--- config.mk ---
export PLATFORM = sky130hd
export DESIGN_NAME = bus_phase_seq
export DESIGN_NICKNAME = d
export VERILOG_FILES = /design/src/rtl/bus_phase_seq_pkg.sv /design/src/rtl/bps_addr_stage.sv /design/src/rtl/bps_data_stage.sv /design/src/rtl/bus_phase_seq.sv
export SDC_FILE = /design/constraint.sdc
export NUM_CORES = 1
export LEC_CHECK = 0
export ABC_AREA = 1
export CELL_PAD_IN_SITES_DETAIL_PLACEMENT = 1
export CELL_PAD_IN_SITES_GLOBAL_PLACEMENT = 2
export CORE_MARGIN = 5
export CORE_UTILIZATION = 22
export CTS_BUF_LIST = sky130_fd_sc_hd__clkbuf_8
export DETAILED_ROUTE_END_ITERATION = 6
export HOLD_SLACK_MARGIN = 0.12
export PLACE_DENSITY_LB_ADDON = 0.1
export SETUP_SLACK_MARGIN = 0.02
export SYNTH_ARGS = -nofsm -noshare
export SYNTH_HDL_FRONTEND = slang
export SYNTH_HIERARCHICAL = 1
export SYNTH_SLANG_ARGS = --single-unit
--- constraint.sdc ---
create_clock -name clk -period 1.5 [get_ports clk]
set_input_delay 0.3 -clock clk [delete_from_list [all_inputs] [get_ports clk]]
set_output_delay 0.3 -clock clk [all_outputs]
set_load 0.02 [all_outputs]
--- src/rtl/bus_phase_seq_pkg.sv ---
package bus_phase_seq_pkg;

    localparam int unsigned DEF_ADDR_W = 32;
    localparam int unsigned DEF_ATTR_W = 4;

    // Occupancy of the two pipeline stages
    typedef enum logic [1:0] {
        PH_IDLE      = 2'b00,
        PH_ADDR_ONLY = 2'b01,
        PH_DATA_ONLY = 2'b10,
        PH_BOTH      = 2'b11
    } phase_e;

    // Address stage may hand its transfer to the data stage
    function automatic logic may_advance(input logic pend, input logic hold,
                                         input logic dact, input logic ack);
        return pend && !hold && (!dact || ack);
    endfunction

    function automatic phase_e phase_of(input logic a_act, input logic d_act);
        return phase_e'({d_act, a_act});
    endfunction

endpackage

--- src/rtl/bps_addr_stage.sv ---
module bps_addr_stage #(
    parameter int unsigned ADDR_W = 32,
    parameter int unsigned ATTR_W = 4
) (
    input  logic              clk,
    input  logic              rst,
    input  logic              load_i,
    input  logic              advance_i,
    input  logic              hold_i,
    input  logic [ADDR_W-1:0] req_addr_i,
    input  logic [ATTR_W-1:0] req_attr_i,
    output logic              valid_o,
    output logic [ADDR_W-1:0] addr_o,
    output logic [ATTR_W-1:0] attr_o
);
    typedef struct packed {
        logic [ADDR_W-1:0] addr;
        logic [ATTR_W-1:0] attr;
    } xfer_t;

    xfer_t slot_q;
    logic  valid_q;

    always_ff @(posedge clk) begin
        if (rst) begin
            valid_q <= 1'b0;
            slot_q  <= '0;
        end else if (load_i) begin
            valid_q     <= 1'b1;
            slot_q.addr <= req_addr_i;
            slot_q.attr <= req_attr_i;
        end else if (advance_i) begin
            valid_q <= 1'b0;
        end
    end

    assign valid_o = valid_q;
    assign addr_o  = slot_q.addr;
    assign attr_o  = slot_q.attr;

    // a held address phase keeps its strobe and contents
    assert_hold_stable_R1: assert property (@(posedge clk) disable iff (rst)
        (valid_q && hold_i) |=> (valid_q && $stable(addr_o) && $stable(attr_o)));

    // leaving with nothing loaded empties the stage
    assert_drop_after_move_R8: assert property (@(posedge clk) disable iff (rst)
        (advance_i && !load_i) |=> !valid_o);

endmodule

--- src/rtl/bps_data_stage.sv ---
module bps_data_stage (
    input  logic clk,
    input  logic rst,
    input  logic advance_i,
    input  logic hold_i,
    input  logic ack_i,
    output logic valid_o
);
    logic valid_q;

    always_ff @(posedge clk) begin
        if (rst) begin
            valid_q <= 1'b0;
        end else if (advance_i) begin
            valid_q <= 1'b1;
        end else if (valid_q && ack_i) begin
            valid_q <= 1'b0;
        end
    end

    assign valid_o = valid_q;

    // hold prevents a data phase from starting
    assert_no_entry_on_hold_R2: assert property (@(posedge clk) disable iff (rst)
        (hold_i && !valid_q) |=> !valid_o);

    // no acknowledge means a wait state
    assert_wait_state_R3: assert property (@(posedge clk) disable iff (rst)
        (valid_q && !ack_i) |=> valid_o);

    // hold does not stop the active data phase from ending
    assert_finish_under_hold_R5: assert property (@(posedge clk) disable iff (rst)
        (valid_q && ack_i && hold_i) |=> !valid_o);

endmodule

--- src/rtl/bus_phase_seq.sv ---
module bus_phase_seq
    import bus_phase_seq_pkg::*;
#(
    parameter int unsigned ADDR_W = DEF_ADDR_W,
    parameter int unsigned ATTR_W = DEF_ATTR_W
) (
    input  logic              clk,
    input  logic              rst,
    input  logic              req_valid,
    input  logic [ADDR_W-1:0] req_addr,
    input  logic [ATTR_W-1:0] req_attr,
    output logic              req_ready,
    input  logic              hold_in,
    input  logic              ack_in,
    output logic [ADDR_W-1:0] bus_addr,
    output logic [ATTR_W-1:0] bus_attr,
    output logic              addr_strobe,
    output logic              data_strobe
);
    logic   a_act, d_act, advance, accept;
    phase_e phase;

    assign advance   = may_advance(a_act, hold_in, d_act, ack_in);
    assign req_ready = !a_act || advance;
    assign accept    = req_valid && req_ready;
    assign phase     = phase_of(a_act, d_act);

    bps_addr_stage #(
        .ADDR_W (ADDR_W),
        .ATTR_W (ATTR_W)
    ) addr_stage_i (
        .clk        (clk),
        .rst        (rst),
        .load_i     (accept),
        .advance_i  (advance),
        .hold_i     (hold_in),
        .req_addr_i (req_addr),
        .req_attr_i (req_attr),
        .valid_o    (a_act),
        .addr_o     (bus_addr),
        .attr_o     (bus_attr)
    );

    bps_data_stage data_stage_i (
        .clk       (clk),
        .rst       (rst),
        .advance_i (advance),
        .hold_i    (hold_in),
        .ack_i     (ack_in),
        .valid_o   (d_act)
    );

    assign addr_strobe = a_act;
    assign data_strobe = d_act;

    // a data phase is never entered without a prior address phase
    assert_data_needs_addr_R4: assert property (@(posedge clk) disable iff (rst)
        (phase == PH_IDLE) |=> !data_strobe);

    // back-to-back handover keeps the data strobe high
    assert_back_to_back_R6: assert property (@(posedge clk) disable iff (rst)
        (addr_strobe && data_strobe && ack_in && !hold_in) |=> data_strobe);

    // an accepted request is presented next cycle
    assert_accept_presents_R7: assert property (@(posedge clk) disable iff (rst)
        (req_valid && req_ready) |=> (addr_strobe && bus_addr == $past(req_addr)
                                      && bus_attr == $past(req_attr)));

    // a stray acknowledge leaves an idle bus idle
    assert_stray_ack_R9: assert property (@(posedge clk) disable iff (rst)
        (phase == PH_IDLE && ack_in && !req_valid) |=> (!addr_strobe && !data_strobe));

    // reset clears both stages
    assert_reset_clear_R10: assert property (@(posedge clk)
        rst |=> (!addr_strobe && !data_strobe));

endmodule

Word-level counts from Yosys, hierarchy flattened:

Index checks and enable logic that the tools add are counted.

* flip-flop bits (word level): 38
* output and inout bits: 39

* mux-type cells: 4
* reductions and logical operators: 11

Operators with widths (number)
* $logic_and A1 B1 Y1: 4
* $mux W1: 4
* $reduce_bool A2 Y1: 2
* $logic_not A1 Y1: 3
* $logic_or A1 B1 Y1: 2

Longest topological paths before layout:

Gate-level depths: netlist of the first run.

* depth after elaboration: 6
* gate-level depth with buffers: 9
* depth with buffers taken out: 7

Cells and area by module:

The synthesis of the first run kept the hierarchy.

By module, submodules not included
* bps_addr_stage: instances 1, cells each 160, area each 1427.6 sq um, seq. area each 740.7 sq um
* bus_phase_seq: instances 1, cells each 10, area each 48.8 sq um, seq. area each 0.0 sq um
* bps_data_stage: instances 1, cells each 5, area each 40.0 sq um, seq. area each 20.0 sq um

Worst setup path after synthesis of the first run:

Ideal clock, no wire load.

* kind: register to register
* from: reg data_stage_i.valid_q, in the netlist data_stage_i/valid_o
* to: reg addr_stage_i.slot_q, in the netlist addr_stage_i/addr_o[10]
* setup time: 0.116 ns
* arrival time: 1.195 ns
* setup slack: 0.190 ns
* stages on the path, launching flop included: 8
* path buffers: 2
* period minus slack after synthesis: 1.310 ns
* cells stage by stage: dfxtp_1 nand2_1 a21oi_2 nor2_1 buf_6 buf_6 o21ai_0 nor2_1

* longest elaborated chain between the ends: 5

Ends and longest elaborated chain
* start, declared: line bps_data_stage.sv:9 `logic valid_q;`
* start signal, assigned: line bps_data_stage.sv:13 `valid_q <= 1'b0;`
* start signal, assigned: line bps_data_stage.sv:15 `valid_q <= 1'b1;`
* start signal, assigned: line bps_data_stage.sv:17 `valid_q <= 1'b0;`
* $logic_not A1 Y1: line bus_phase_seq_pkg.sv:17 `return pend && !hold && (!dact || ack);`
* $logic_or A1 B1 Y1: line bus_phase_seq_pkg.sv:17
* $logic_and A1 B1 Y1: line bus_phase_seq_pkg.sv:17
* $logic_or A1 B1 Y1: line bus_phase_seq.sv:24 `assign req_ready = !a_act || advance;`
* $logic_and A1 B1 Y1: line bus_phase_seq.sv:25 `assign accept = req_valid && req_ready;`
* named net accept: line bus_phase_seq.sv:20 `logic a_act, d_act, advance, accept;`
* end, declared: line bps_addr_stage.sv:21 `xfer_t slot_q;`

The timed path passes the listed nets, and every way through them passes these cells.
A chain may end at the register's enable or synchronous reset.

Final worst setup path of the first run:

* from: reg data_stage_i.valid_q, in the netlist data_stage_i/valid_o
* to: out data_strobe

RTL lines
* end, declared: line bus_phase_seq.sv:18 `output logic data_strobe`

No word-level cell between the ends.

==> flow_metrics.py, run 1 <==
metrics = {
    "clocking": {
        "clock_tree.buffer_depth": 2,
        "cts-root-buf": "sky130_fd_sc_hd__clkbuf_8",
        "cts.clk_slew.worst_paths_ns": 0.07,
        "worst_skew_pair_later_pin_latency_ns": 0.29,
        "cts_inserted_buffers": 5,
        "numClockSinks": 38,
        "holdBufCountCts": 0,
        "tritoncts_clock_tree": "done",
        "clock_tree.htree_level_count": 2,
    },
    "pwr": {
        "vdd_drop_max_v": 0.000274,
        "power.density_mw_per_mm2": 991,
        "static_leakage_nw": 1.14,
        "overall_power_of_the_completed_layout_w": 0.00246,
    },
    "synthesis": {
        "synth_sequential_area_ratio_pct": 50.2,
        "synthesis.area_sq_mm": 0.00152,
        "synth_fp_nets": 216,
        "number_of_unique_standard_cell_types_used_by_synthesis": 15,
        "synthesis.area_per_instance_sq_um": 8.67,
        "ys_ff_latch": 38,
        "post_synth_inst_count": 175,
        "yosys_warning_total": 6,
    },
    "timing": {
        "clock_skew_ns": 0.0127,
        "maxClockFrequency_mhz": 708,
        "final_period_minus_worst_setup_slack_ns": 1.41,
        "number_of_endpoints_with_negative_hold_slack_in_the_final_report": 0,
        "rsz0062_at_grt": "false",
        "post-route-period-util_pct": 94.1,
        "worst_slew_pin_slew_ns": 0.558,
        "final-max-slew-violation-count": 0,
        "timing.hold.ws_ns": 0.417,
        "max-slew-margin-rel_pct": 62.8,
        "setup_violations": 0,
    },
    "floorplanning": {
        "floorplan.io_pins": 80,
        "dieHeight_um": 93.0,
        "floorplan_die_area_sq_mm": 0.00865,
        "initial_cell_density_of_the_core_pct": 22.4,
        "die_width_um": 93.0,
        "design.core.area_sq_mm": 0.00676,
        "fp-row-count": 30,
    },
    "min_path": {
        "hold_path_class": "in2reg",
    },
    "finish": {
        "antenna_cells": 0,
        "final_util_pct": 36.8,
        "final_cell_mix": "42 x sky130_fd_sc_hd__nor2_1, 39 x sky130_fd_sc_hd__dlygate4sd2_1, 38 x sky130_fd_sc_hd__dfxtp_1, 38 x sky130_fd_sc_hd__clkdlybuf4s50_1, 29 x sky130_fd_sc_hd__nor2_2",
        "fraction_of_layout_instances_using_a_drive_strength_above_1_pct": 22.6,
        "final_net_count": 305,
        "mostFrequentLayoutCell": "sky130_fd_sc_hd__nor2_1",
        "syn2layout_area_growth_pct": 63.9,
    },
    "worst_setup_path": {
        "worst-path-max-fanout": 2,
        "critical_path_type": "reg2out",
        "data_required_critical_path_ns": 1.20,
        "arrival_ns": 1.11,
        "critPathCaptureType": "output port",
        "cp-start-kind": "register",
    },
    "routing": {
        "sum_of_routed_wire_length_over_all_layers_um": 4700,
        "drt_drc_violations_left": 0,
        "wl_met2_um": 2050,
        "post_drt_via_cell_ratio": 4.09,
        "count_of_vias_placed_by_the_detailed_router": 1411,
        "route.layer.met1.wl_um": 2160,
        "detailedRoute.firstIterationViolations": 35,
        "detail_route.wl_per_cell_um": 13.6,
        "topRoutingLayerUsed": "met4",
        "detailedRoute.firstPassIterationCount": 4,
        "postRouteAntennaNets": 0,
        "met3RoutedLength_um": 424,
    },
    "grt": {
        "grt_start_max_net_pins": 37,
        "grt_util_all_layers_pct": 11.0,
        "number_of_global_route_vias_before_repair": 1454,
        "antenna_violations_before_repair": 0,
        "gr-total-overflow": 0,
        "global_route_wire_length_before_repair_um": 7370,
    },
    "place": {
        "gpl_wtd_cong": 0.707,
        "place.port_buffers": 79,
        "post_detail_place_hpwl_um": 3180,
    },
    "job": {
        "max_cap_viol_count": 0,
    },
    "outcome": {
        "status": "complete, no violations",
    },
}
## critical path, stage by stage, from the launching register on
cell                            delay, ns
sky130_fd_sc_hd__dfxtp_1             0.37
sky130_fd_sc_hd__buf_4               0.13
sky130_fd_sc_hd__dlygate4sd2_1       0.34
## per-stage QoR
| step | worst slack [ns] | cell area [sq um] | instances | setup TNS [ns] |
|---|---|---|---|---|
| finish | 0.0884 | 2480 | 345 | 0 |
| global route | 0.0292 | 2480 | 345 | 0 |
| CTS | 0.0222 | 2480 | 345 | 0 |
| detailed placement | -0.408 | 2370 | 333 | -11.48 |
| global placement | -0.401 | 2370 | 333 | -10.60 |
| floorplan | 0.190 | 1520 | 175 | 0 |
## final cells by class
type / instances / area (sq um)
clock buffer: 6 / 82.6
clock inverter: 2 / 12.5
fill: 828 / 4270
inverter: 11 / 57.6
multi-input combinational: 116 / 592
sequential: 38 / 761
tap: 80 / 100
timing repair buffer: 91 / 868
timing repair inverter: 1 / 11.3
## cells by family (layout without fill, tap and decap cells)
family / count (synthesis) / in the layout / synth area share (%)
AOI/OAI and AO/OA: 39 / 39 / 13.6
and+or+nand+nor: 77 / 77 / 24.8
buffers and inverters: 21 / 111 / 11.5
DFF: 38 / 38 / 50.2
## report_power, final
| group | internal (W) | switching, W | leakage, nW |
|---|---|---|---|
| Combinational | 0.000270 | 0.000313 | 0.781 |
| Clock | 0.000370 | 0.000382 | 0.0472 |
| Sequential | 0.00109 | 0.0000361 | 0.316 |
## cells in the mapped netlist
library cell	count	share of area, %
sky130_fd_sc_hd__a21oi_2	3	1.7
sky130_fd_sc_hd__buf_12	3	4.0
sky130_fd_sc_hd__buf_2	3	0.99
sky130_fd_sc_hd__buf_6	4	3.0
sky130_fd_sc_hd__dfxtp_1	38	50
sky130_fd_sc_hd__inv_1	9	2.2
sky130_fd_sc_hd__inv_12	1	1.1
sky130_fd_sc_hd__inv_2	1	0.25
sky130_fd_sc_hd__nand2_1	3	0.74
sky130_fd_sc_hd__nor2_1	43	11
sky130_fd_sc_hd__nor2_2	29	12
sky130_fd_sc_hd__nor2_4	1	0.74
sky130_fd_sc_hd__nor3_2	1	0.66
sky130_fd_sc_hd__o21ai_0	22	7.3
sky130_fd_sc_hd__o21ai_1	14	4.6
## repair_timing
action                     4_1_cts  5_1_grt
resized for setup               49        3
setup buffers                    3        0
pin swaps                        4        1
setup endpoints to repair       60       11
cloned                           1        0
## registers in the layout, indices dropped and copies added, names as in the netlist
| signal | flops |
|---|---|
| addr_stage_i/attr_o | 4 |
| addr_stage_i/valid_o | 1 |
| data_stage_i/valid_o | 1 |
| addr_stage_i/addr_o | 32 |
## worst paths after layout
path                                 from                 endpoint  slack [ns]  cells past startpoint
hold reg to reg   addr_stage_i/addr_o[27]  addr_stage_i/addr_o[27]        0.49                      2
setup / recovery     data_stage_i/valid_o              data_strobe        0.09                      2
setup reg to reg     data_stage_i/valid_o  addr_stage_i/addr_o[10]        0.16                      8
hold / removal                    hold_in     data_stage_i/valid_o        0.42                      5
## per-layer routing
layer | track usage [%] | up-vias
li1 | - | 727
met1 | 13.5 | 631
met2 | 16.6 | 48
met3 | 5.39 | 5
met4 | 3.66 | 0
met5 | 0 | -
Power figures use the tool's default switching activity.
==> inputs of run 2 (changes only) <==
--- a/config.mk
+++ b/config.mk
@@ -12,7 +12,6 @@
 export CORE_UTILIZATION = 22
 export CTS_BUF_LIST = sky130_fd_sc_hd__clkbuf_8
 export DETAILED_ROUTE_END_ITERATION = 6
-export HOLD_SLACK_MARGIN = 0.12
 export PLACE_DENSITY_LB_ADDON = 0.1
 export SETUP_SLACK_MARGIN = 0.02
 export SYNTH_ARGS = -nofsm -noshare
==> results of run 2 <==
No change in the layout: final DEF, timing and power equal those of run 1.
